`config.mk`:
```
export PLATFORM = sky130hd
export DESIGN_NAME = seq_cmd_unit
export DESIGN_NICKNAME = d
export VERILOG_FILES = /design/src/rtl/seq_pkg.sv /design/src/rtl/seq_fifo.sv /design/src/rtl/seq_fadd.sv /design/src/rtl/seq_ctrl.sv /design/src/rtl/seq_cmd_unit.sv
export SDC_FILE = /design/constraint.sdc
export NUM_CORES = 2
export LEC_CHECK = 0
export ABC_AREA = 0
export ABC_CLOCK_PERIOD_IN_PS = 17400
export BUFFER_PORTS_ARGS = -buffer_cell sky130_fd_sc_hd__buf_4
export CAP_MARGIN = 15
export CELL_PAD_IN_SITES_DETAIL_PLACEMENT = 1
export CELL_PAD_IN_SITES_GLOBAL_PLACEMENT = 1
export CORE_ASPECT_RATIO = 1.75
export CORE_MARGIN = 4
export CORE_UTILIZATION = 49
export DETAILED_ROUTE_END_ITERATION = 7
export MAX_ROUTING_LAYER = met4
export PLACE_DENSITY = 0.82
export SYNTH_ARGS = -nofsm -noshare
export SYNTH_HDL_FRONTEND = slang
export SYNTH_SLANG_ARGS = --single-unit
```
`constraint.sdc`:
```
create_clock -name clk -period 17.4 [get_ports clk]
set_input_delay 3.48 -clock clk [delete_from_list [all_inputs] [get_ports clk]]
set_output_delay 3.48 -clock clk [all_outputs]
set_load 0.005 [all_outputs]
```
`src/rtl/seq_pkg.sv`:
```
package seq_pkg;

    localparam int SEQ_W     = 13;
    localparam int SEQ_DEPTH = 26;
    localparam int SEQ_NREG  = 8;

    typedef enum logic [2:0] {
        OP_LOAD = 3'd0,
        OP_READ = 3'd1,
        OP_MUL  = 3'd2,
        OP_ADD  = 3'd3,
        OP_SUB  = 3'd4,
        OP_MOVE = 3'd5,
        OP_FWD  = 3'd6,
        OP_INV  = 3'd7
    } seq_op_e;

    typedef enum logic [2:0] {
        ST_IDLE,
        ST_DEC,
        ST_DATA,
        ST_MSTR,
        ST_MWAIT,
        ST_MRES,
        ST_FIN
    } seq_st_e;

    typedef enum logic [1:0] {
        TS_DIN,
        TS_ALU,
        TS_HEADA,
        TS_MULC
    } tail_src_e;

    typedef enum logic [1:0] {
        MK_MULT = 2'd0,
        MK_FWD  = 2'd1,
        MK_INV  = 2'd2
    } mul_kind_e;

    typedef struct packed {
        logic busy;
        logic done;
        logic rd_valid;
        logic strm;
        logic pop;
    } seq_flags_t;

    function automatic logic uses_mul(seq_op_e op);
        return (op == OP_MUL) || (op == OP_FWD) || (op == OP_INV);
    endfunction

    function automatic mul_kind_e kind_of(seq_op_e op);
        case (op)
            OP_FWD:  return MK_FWD;
            OP_INV:  return MK_INV;
            default: return MK_MULT;
        endcase
    endfunction

    function automatic tail_src_e tail_of(seq_op_e op);
        case (op)
            OP_LOAD:        return TS_DIN;
            OP_ADD, OP_SUB: return TS_ALU;
            OP_MOVE:        return TS_HEADA;
            default:        return TS_MULC;
        endcase
    endfunction

endpackage

```
`src/rtl/seq_fifo.sv`:
```
module seq_fifo #(
    parameter int W     = 13,
    parameter int DEPTH = 26
) (
    input  logic         clk,
    input  logic         rst,
    input  logic         shift,
    input  logic [W-1:0] tail,
    output logic [W-1:0] head
);

    logic [W-1:0] mem [DEPTH];

    always_ff @(posedge clk) begin
        if (rst) begin
            for (int i = 0; i < DEPTH; i++) mem[i] <= '0;
        end else if (shift) begin
            for (int i = 0; i < DEPTH - 1; i++) mem[i] <= mem[i+1];
            mem[DEPTH-1] <= tail;
        end
    end

    assign head = mem[0];

endmodule

```
`src/rtl/seq_fadd.sv`:
```
module seq_fadd #(
    parameter int W = 13
) (
    input  logic [W-1:0] a,
    input  logic [W-1:0] b,
    input  logic         sub,
    output logic [W-1:0] y
);

    logic [W-1:0] b_eff;
    logic [W:0]   raw;

    always_comb begin
        // complement is negation modulo 2^W-1; carry out wraps to bit 0
        b_eff = sub ? ~b : b;
        raw   = {1'b0, a} + {1'b0, b_eff};
        y     = raw[W-1:0] + W'(raw[W]);
    end

endmodule

```
`src/rtl/seq_ctrl.sv`:
```
module seq_ctrl
    import seq_pkg::*;
#(
    parameter  int NREG  = 8,
    parameter  int DEPTH = 26,
    localparam int RAW   = $clog2(NREG),
    localparam int CW    = $clog2(DEPTH + 1)
) (
    input  logic            clk,
    input  logic            rst,
    input  logic            start,
    input  seq_op_e         op_i,
    input  logic [RAW-1:0]  ra_i,
    input  logic [RAW-1:0]  rb_i,
    input  logic [RAW-1:0]  rc_i,
    input  logic            load,
    input  logic            mul_done,
    output logic [RAW-1:0]  sel_a,
    output logic [RAW-1:0]  sel_b,
    output logic [NREG-1:0] shift_v,
    output logic [NREG-1:0] wr_v,
    output tail_src_e       tail_src,
    output logic            alu_sub,
    output seq_flags_t      flags,
    output mul_kind_e       mkind,
    output logic            b_live
);

    seq_st_e        st;
    seq_op_e        op_q;
    logic [RAW-1:0] ra_q, rb_q, rc_q;
    logic [CW-1:0]  cnt;
    logic           step;
    logic           last;

    assign last = (cnt == CW'(DEPTH - 1));
    assign step = ((st == ST_DATA) && ((op_q != OP_LOAD) || load)) ||
                  (st == ST_MSTR) || (st == ST_MRES);

    always_ff @(posedge clk) begin
        if (rst) begin
            st   <= ST_IDLE;
            op_q <= OP_LOAD;
            ra_q <= '0;
            rb_q <= '0;
            rc_q <= '0;
            cnt  <= '0;
        end else begin
            case (st)
                ST_IDLE: if (start) begin
                    op_q <= op_i;
                    ra_q <= ra_i;
                    rb_q <= rb_i;
                    rc_q <= rc_i;
                    st   <= ST_DEC;
                end
                ST_DEC: begin
                    cnt <= '0;
                    st  <= uses_mul(op_q) ? ST_MSTR : ST_DATA;
                end
                ST_DATA, ST_MSTR, ST_MRES: if (step) begin
                    if (last) begin
                        cnt <= '0;
                        st  <= (st == ST_MSTR) ? ST_MWAIT : ST_FIN;
                    end else begin
                        cnt <= cnt + 1'b1;
                    end
                end
                ST_MWAIT: if (mul_done) st <= ST_MRES;
                ST_FIN:  st <= ST_IDLE;
                default: st <= ST_IDLE;
            endcase
        end
    end

    logic           use_a, use_b, use_d;
    logic [RAW-1:0] dst;
    logic [NREG-1:0] rd_v;

    always_comb begin
        use_a = 1'b0;
        use_b = 1'b0;
        use_d = 1'b0;
        dst   = ra_q;
        case (st)
            ST_DATA: begin
                case (op_q)
                    OP_LOAD: use_d = 1'b1;
                    OP_READ: use_a = 1'b1;
                    OP_ADD, OP_SUB: begin
                        use_a = 1'b1;
                        use_b = 1'b1;
                        use_d = 1'b1;
                        dst   = rc_q;
                    end
                    OP_MOVE: begin
                        use_a = 1'b1;
                        use_d = 1'b1;
                        dst   = rb_q;
                    end
                    default: ;
                endcase
            end
            ST_MSTR: begin
                use_a = 1'b1;
                use_b = (op_q == OP_MUL);
            end
            ST_MRES: begin
                use_d = 1'b1;
                dst   = (op_q == OP_MUL) ? rc_q : ra_q;
            end
            default: ;
        endcase

        rd_v = '0;
        wr_v = '0;
        if (step) begin
            if (use_a) rd_v[ra_q] = 1'b1;
            if (use_b) rd_v[rb_q] = 1'b1;
            if (use_d) wr_v[dst]  = 1'b1;
        end
        shift_v = rd_v | wr_v;
    end

    assign sel_a    = ra_q;
    assign sel_b    = rb_q;
    assign tail_src = tail_of(op_q);
    assign alu_sub  = (op_q == OP_SUB);
    assign mkind    = kind_of(op_q);
    assign b_live   = (op_q == OP_MUL);

    assign flags.busy     = (st != ST_IDLE);
    assign flags.done     = (st == ST_FIN);
    assign flags.rd_valid = (st == ST_DATA) && (op_q == OP_READ);
    assign flags.strm     = (st == ST_MSTR);
    assign flags.pop      = (st == ST_MRES);

endmodule

```
`src/rtl/seq_cmd_unit.sv`:
```
module seq_cmd_unit
    import seq_pkg::*;
#(
    parameter  int W     = SEQ_W,
    parameter  int DEPTH = SEQ_DEPTH,
    parameter  int NREG  = SEQ_NREG,
    localparam int RAW   = $clog2(NREG)
) (
    input  logic           clk,
    input  logic           rst,
    input  logic           start,
    input  logic [2:0]     cmd_op,
    input  logic [RAW-1:0] cmd_ra,
    input  logic [RAW-1:0] cmd_rb,
    input  logic [RAW-1:0] cmd_rc,
    input  logic           load,
    input  logic [W-1:0]   din,
    output logic [W-1:0]   dout,
    output logic           dout_valid,
    output logic           busy,
    output logic           done,
    output logic [1:0]     mul_op,
    output logic           mul_strm,
    output logic [W-1:0]   mul_a,
    output logic [W-1:0]   mul_b,
    input  logic           mul_done,
    output logic           mul_pop,
    input  logic [W-1:0]   mul_c
);

    logic [RAW-1:0]  sel_a, sel_b;
    logic [NREG-1:0] shift_v, wr_v;
    tail_src_e       tail_src;
    logic            alu_sub;
    seq_flags_t      flags;
    mul_kind_e       mkind;
    logic            b_live;

    seq_ctrl #(.NREG(NREG), .DEPTH(DEPTH)) u_ctrl (
        .clk      (clk),
        .rst      (rst),
        .start    (start),
        .op_i     (seq_op_e'(cmd_op)),
        .ra_i     (cmd_ra),
        .rb_i     (cmd_rb),
        .rc_i     (cmd_rc),
        .load     (load),
        .mul_done (mul_done),
        .sel_a    (sel_a),
        .sel_b    (sel_b),
        .shift_v  (shift_v),
        .wr_v     (wr_v),
        .tail_src (tail_src),
        .alu_sub  (alu_sub),
        .flags    (flags),
        .mkind    (mkind),
        .b_live   (b_live)
    );

    logic [W-1:0] head [NREG];
    logic [W-1:0] head_a, head_b, alu_y, new_word;

    assign head_a = head[sel_a];
    assign head_b = head[sel_b];

    seq_fadd #(.W(W)) u_fadd (
        .a   (head_a),
        .b   (head_b),
        .sub (alu_sub),
        .y   (alu_y)
    );

    always_comb begin
        case (tail_src)
            TS_DIN:   new_word = din;
            TS_ALU:   new_word = alu_y;
            TS_HEADA: new_word = head_a;
            default:  new_word = mul_c;
        endcase
    end

    for (genvar g = 0; g < NREG; g++) begin : g_reg
        logic [W-1:0] tail_g;
        // a read-only register takes its own departing word back
        assign tail_g = wr_v[g] ? new_word : head[g];
        seq_fifo #(.W(W), .DEPTH(DEPTH)) u_fifo (
            .clk   (clk),
            .rst   (rst),
            .shift (shift_v[g]),
            .tail  (tail_g),
            .head  (head[g])
        );
    end

    assign busy       = flags.busy;
    assign done       = flags.done;
    assign dout_valid = flags.rd_valid;
    assign dout       = flags.rd_valid ? head_a : '0;
    assign mul_strm   = flags.strm;
    assign mul_pop    = flags.pop;
    assign mul_op     = mkind;
    assign mul_a      = flags.strm ? head_a : '0;
    assign mul_b      = (flags.strm && b_live) ? head_b : '0;

endmodule

```
# Yosys cells after proc, flatten, opt, wreduce, memory -nomap -nowiden
# Memory sizes are Yosys's and may differ from the RTL's.
# Cells that the tools add are included.
# word_totals
reg_bits	20
ram_bits	2704
inputBits	43
out_inout_bits	46
elab_cells	568
n_memories	8
# mem_list
memory	depth	width	rd	rd_clocked_by_memory_dff	write_ports	line_no	text
g_reg[0].u_fifo.mem	26	13	26	0	26	seq_fifo.sv:12	logic [W-1:0] mem [DEPTH];
g_reg[1].u_fifo.mem	26	13	26	0	26	seq_fifo.sv:12	
g_reg[2].u_fifo.mem	26	13	26	0	26	seq_fifo.sv:12	
g_reg[3].u_fifo.mem	26	13	26	0	26	seq_fifo.sv:12	
g_reg[4].u_fifo.mem	26	13	26	0	26	seq_fifo.sv:12	
g_reg[5].u_fifo.mem	26	13	26	0	26	seq_fifo.sv:12	
+2 memories	n/a	n/a	n/a	n/a	n/a	n/a	
# classes
n_addsub	3
n_lt_le_gt_ge	8
n_eq_ne	20
muxes	286
bitwise	213
n_reduce_logical	24
# ops
op	count
13-bit 2-to-1 mux	224
1-bit OR	208
13-bit binary-select mux with 3-bit select	2
8-bit 2-to-1 mux	6
13-bit one-hot mux with 3 select lines	1
1-bit 2-to-1 mux	33
3-bit == test, second input constant	7
8-bit OR	2
3-bit 2-to-1 mux	5
13-bit by 13-bit adder with 14-bit output	1
13-bit by 1-bit adder with 13-bit output	1
13-bit inverter	1
3-bit by 2-bit == test with 1-bit output, second input constant	4
3-bit by 4-bit less-than comparator with 1-bit output, second input constant	3
3-bit one-hot mux with 2 select lines	2
3-bit one-hot mux with 4 select lines	1
5-bit 2-to-1 mux	2
5-bit one-hot mux with 2 select lines	1
1-bit demux with 3-bit select	3
3-bit by 1-bit greater-or-equal comparator with 1-bit output, second input constant	3
4-bit greater-or-equal comparator, second input constant	2
3-bit inverter with 4-bit output	2
4-bit OR reduction	2
3-bit by 1-bit == test with 1-bit output, second input constant	2
20 further kinds	36

# Longest topological paths before layout
# depth
depth_word	15
depth_mapped	24
depth_no_buf	23

# Cells and area by module
# From an unflattened synthesis, not the netlist that was laid out.
# unflattened
hier_cells	6848
area_unflattened_um2	112142.6
# by_module_without_submodules
mod	n_inst	cells_each	area_per_inst_um2	seq_area_each_um2
seq_fifo	8	753	13259.0	10149.7
seq_cmd_unit	1	477	3435.8	0.0
seq_ctrl	1	215	1606.5	400.4
seq_fadd	1	132	1028.5	0.0

# Worst setup path after synthesis
# No wires, ideal clock.
# synth_timing
path_kind	input to register
startpoint	input port load
endpoint	memory g_reg[7].u_fifo.mem[0][0] (enable)
setup_ns	4.043
arrival_ns	13.933
required_time_ns	13.357
slack_ns	-0.576
path_stages	9
path_buffers	3
path_cell_list	nor2_1 nand2_1 a31oi_1 nand2b_1 buf_2 or3_1 buf_2 clkbuf_1 nand4b_1
# synth_lines
element	line_no	text
from (decl)	seq_cmd_unit.sv:16	input logic load,
to (decl)	seq_fifo.sv:12	

# Worst setup path in the final report
# layout_timing
startpoint	register u_ctrl.st[1]
endpoint	output port mul_b[6]
# layout_via
elab_chain_cells	3
# layout_lines
element	line_no	text
from (decl)	seq_ctrl.sv:29	seq_st_e st;
from (signal assigned)	seq_ctrl.sv:59	st <= uses_mul(op_q) ? ST_MSTR : ST_DATA;
from (signal assigned)	seq_ctrl.sv:64	st <= (st == ST_MSTR) ? ST_MWAIT : ST_FIN;
3-bit by 2-bit == test with 1-bit output	seq_ctrl.sv:135	assign flags.strm = (st == ST_MSTR);
1-bit logical AND	seq_cmd_unit.sv:103	assign mul_b = (flags.strm && b_live) ? head_b : '0;
13-bit 2-to-1 mux	seq_cmd_unit.sv:103	
to (decl)	seq_cmd_unit.sv:25	output logic [W-1:0] mul_b,
# Every way passes these cells.

==> results.toml <==
[die]
die_w_um = 358
num_rows = 224
start_util_pct = 49.3
dieHeight_um = 620
ioPinCount = 89
fp.coreArea_um2 = 213000
dieArea_um2 = 222000

[timing]
fmax_mhz = 127
rsz0062_at_grt = "no"
worst_slew_pin_slew_ns = 1.19
holdWs_ns = 0.474
finalSetupViolations = 0
min_period_ns = 7.88
hold_violations = 0
setup_tns_ns = 0
slew_headroom_pct = 20.9
period_share_pct = 45.3
worst_slack_ns = 9.52
finClkSkew_ns = 0.0805
drv_slew = 0

[worst_hold_path]
whs_path_depth = 1
min_path_type = "flop to flop"
min_from = "g_reg[0].u_fifo.mem[0][111]"

[pwr]
p_int_mw = 10.7
power_frac_clock_pct = 37.4
combPwrFrac_pct = 5.9
p_sw_mw = 3.02
p_sw_share_pct = 22.0
p_leak_nw = 41.7
seq_power_share_pct = 56.7
vdd_drop_max_mv = 0.0906
p_per_area_nw_per_um2 = 118

[worst_setup_path]
rr_startpoint = "u_ctrl.sel_a[0]"
max_stage_delay_ns = 0.68
path_depth = 7
crit_path_start_kind = "flop"
cp_cell_sequence = "inv_1 > nor2_1 > nand2_1 > inv_1 > nand3_1 > a21oi_1 > buf_4"
cpMostUsedCell = "inv_1"
cp-end-kind = "primary output"
cpMaxStageDelayCell = "a21oi_1"
cp.required_ns = 13.92
crit_arrival_ns = 4.40
criticalPathCategory = "flop to primary output"
r2r_cells = 21
critical_path.top_delay_family = "simple AND/OR/NAND/NOR gates"
worstPathMaxFanout = 14
crit_path_start = "u_ctrl.st[1]"
critical_path_buf_inv_count = 3

[clock_tree]
cts_max_level = 4
cts_setup_buffers = 0
clock-sinks = 2724
cts_made_buffers = 231
cts_tree = "yes"
cts_resized = 0
cts_root_buffer = "clkbuf_16"
cts.clk_slew.worst_paths_ns = 0.07
clkLatencyLatePin_ns = 0.90
ctsHoldBuffers = 0
clock_path_buffers = 4

[routing]
ant_nets = 0
route.detailed.drc = 0
first_pass_iters = 5
finalWirelength_um = 221000
viasPerCell = 5.23
avgRoutedWirePerCell_um = 23.1
vias = 49944
drtIter0Drc = 4642

[global_routing]
grt_max_degree = 211
grt_pass1_wl_um = 333000
grt_pass1_vias = 53404
antenna_found_initial = 7
grtUsageTotal_pct = 20.4
overflow = 0

[synthesis]
synth-edff-count = 2704
yosys.cell_types.count = 75
synth_simple_gate_area_share_pct = 17.3
yosys.area_share.xor_xnor_pct = 0.314
synth_nets = 6574
synth_top_area_share_pct = 77.4
synth-seq-area-share_pct = 77.8
yosys-mux-area-fraction_pct = 1.04
ys_warn_count = 0
netlist_instances = 6513
synth_ff_type = "edfxtp_1"
synthAdderAreaFrac_pct = 0.222
synth_top_family_by_area = "simple AND/OR/NAND/NOR gates"
postSynth.asyncResetShare_pct = 0
ys_top_cells_by_area = "edfxtp_1 77%, and2_1 11%, nor2b_1 4.4%"
avgSynthCellArea_um2 = 16.1
ys_ff_latch = 2724
yosys.area.top_type = "edfxtp_1"
synthesis.area_um2 = 105000
synth-compound-area-share_pct = 1.81

[placed_design]
dp_slack_ns = 8.54
numPortBuffers = 88
place_hpwl_um = 133000
gp_congestion = 0.900
place_inst = 9133

[outcome]
outcome = "completed"

[finish]
drive_gt1_share_pct = 8.31
fin_util_pct = 54.4
fin_nets = 6605
fin_cells = 9550
area_growth_pct = 10.3

[flow_run]
cap_violations = 0
-- worst reg2reg max path: stages (launching register included) --
cell	delay, ns
dfxtp_1	0.32
buf_4	0.48
nor2b_1	0.86
a221oi_1	0.26
o22a_1	0.43
inv_1	0.24
ha_1	0.32
a311oi_1	0.59
a211oi_1	0.24
o41ai_1	0.66
nor2b_1	0.09
o21ai_0	0.18
nand2b_1	0.08
ha_1	0.22
ha_1	0.22
and3_1	0.16
nand3_1	0.16
nor4_1	0.08
and4b_1	0.22
xnor3_1	0.21
a21oi_2	0.89
o21ai_0	0.38
-- layout make-up --
class,count,area [um^2]
Clock inverter,141,1370
Multi-Input combinational cell,3393,21800
Antenna cell,7,17.5
Clock buffer,266,5960
Fill cell,19519,97200
Tap cell,2825,3530
Sequential cell,2724,81600
Inverter,32,120
Timing Repair Buffer,162,1350
-- metal layers --
metal	vias up	share of wire (%)	GRT usage (%)
met4	0	5.3	9.27
met1	25441	40	25.3
met5	-	0	-
li1	22915	-	-
met3	475	4.7	2.74
met2	1113	50	33.8
-- metrics by stage --
step	instance area, um^2	power, mW
final	116000	13.7
after detailed placement	108000	8.72
after global routing	116000	14.2
after CTS	116000	13.8
after global placement	108000	8.67
after floorplan	105000	8.51
-- state kept, by name (all words and copies together), names as in the netlist --
| register | cells |
|---|---|
| u_ctrl.sel_b | 3 |
| u_ctrl.cnt | 5 |
| g.u_fifo.mem | 2704 |
| u_ctrl.rc_q | 3 |
| u_ctrl.sel_a | 3 |
| u_ctrl.st | 3 |
| u_ctrl.op_q | 3 |
-- kinds of logic after synthesis --
| logic type | count (synthesis) |
|---|---|
| and+or+nand+nor | 2980 |
| DFF | 2724 |
| buffers and inverters | 396 |
| AOI/OAI and AO/OA | 281 |
| muxes | 78 |
| xor gates and xnor gates | 36 |
| adders and majority gates | 18 |
-- placed cells by master, fill, tap and decap left out, types with 20 or more instances in the layout --
master,instances
clkinv_2,40
a21oi_1,49
xnor2_1,22
dfxtp_1,20
clkinv_1,56
nand3b_1,67
o21ai_0,86
bufinv_16,26
edfxtp_1,2704
a221oi_1,25
mux4_2,23
nor2_1,134
nor2b_1,743
clkbuf_16,233
buf_4,151
clkbuf_1,32
nand2_1,73
and2_1,1882
inv_1,32
a211oi_1,22
mux2i_1,40
-- power by group through the flow --
stage	Combinational, mW	Sequential (mW)	Clock (mW)
floorplan	0.518	8.00	0
global placement	0.782	7.89	0
detailed placement	0.808	7.91	0
CTS	0.815	7.78	5.25
global route	0.874	7.80	5.55
finish	0.814	7.78	5.13
-- synthesized netlist by cell type, drive strengths merged (4+ instances only) --
| library cell | count |
|---|---|
| and3 | 13 |
| xnor2 | 22 |
| a22oi | 20 |
| o21ai | 90 |
| a211oi | 22 |
| nor2 | 138 |
| a221oi | 25 |
| nor2b | 743 |
| and2 | 1882 |
| buf | 49 |
| o22ai | 7 |
| a21o | 4 |
| nand4 | 5 |
| o21bai | 4 |
| mux2i | 40 |
| nor3 | 20 |
| dfxtp | 20 |
| nand3 | 15 |
| a311oi | 4 |
| a221o | 5 |
| nand2b | 6 |
| edfxtp | 2704 |
| nand2 | 74 |
| clkbuf | 315 |
| mux4 | 23 |
| xor2 | 13 |
| mux2 | 15 |
| inv | 32 |
| a21oi | 60 |
| a31oi | 11 |
| ha | 17 |
| or3 | 6 |
| nand3b | 67 |
-- path summary, 6_finish.rpt --
kind                                      to  slack, ns
setup / recovery                    mul_b[6]       9.52
hold / removal    g_reg[0].u_fifo.mem[0][98]       0.47
setup reg to reg  g_reg[4].u_fifo.mem[3][25]       9.77
hold reg to reg   g_reg[0].u_fifo.mem[0][98]       0.47
Power figures use the tool's default switching activity.
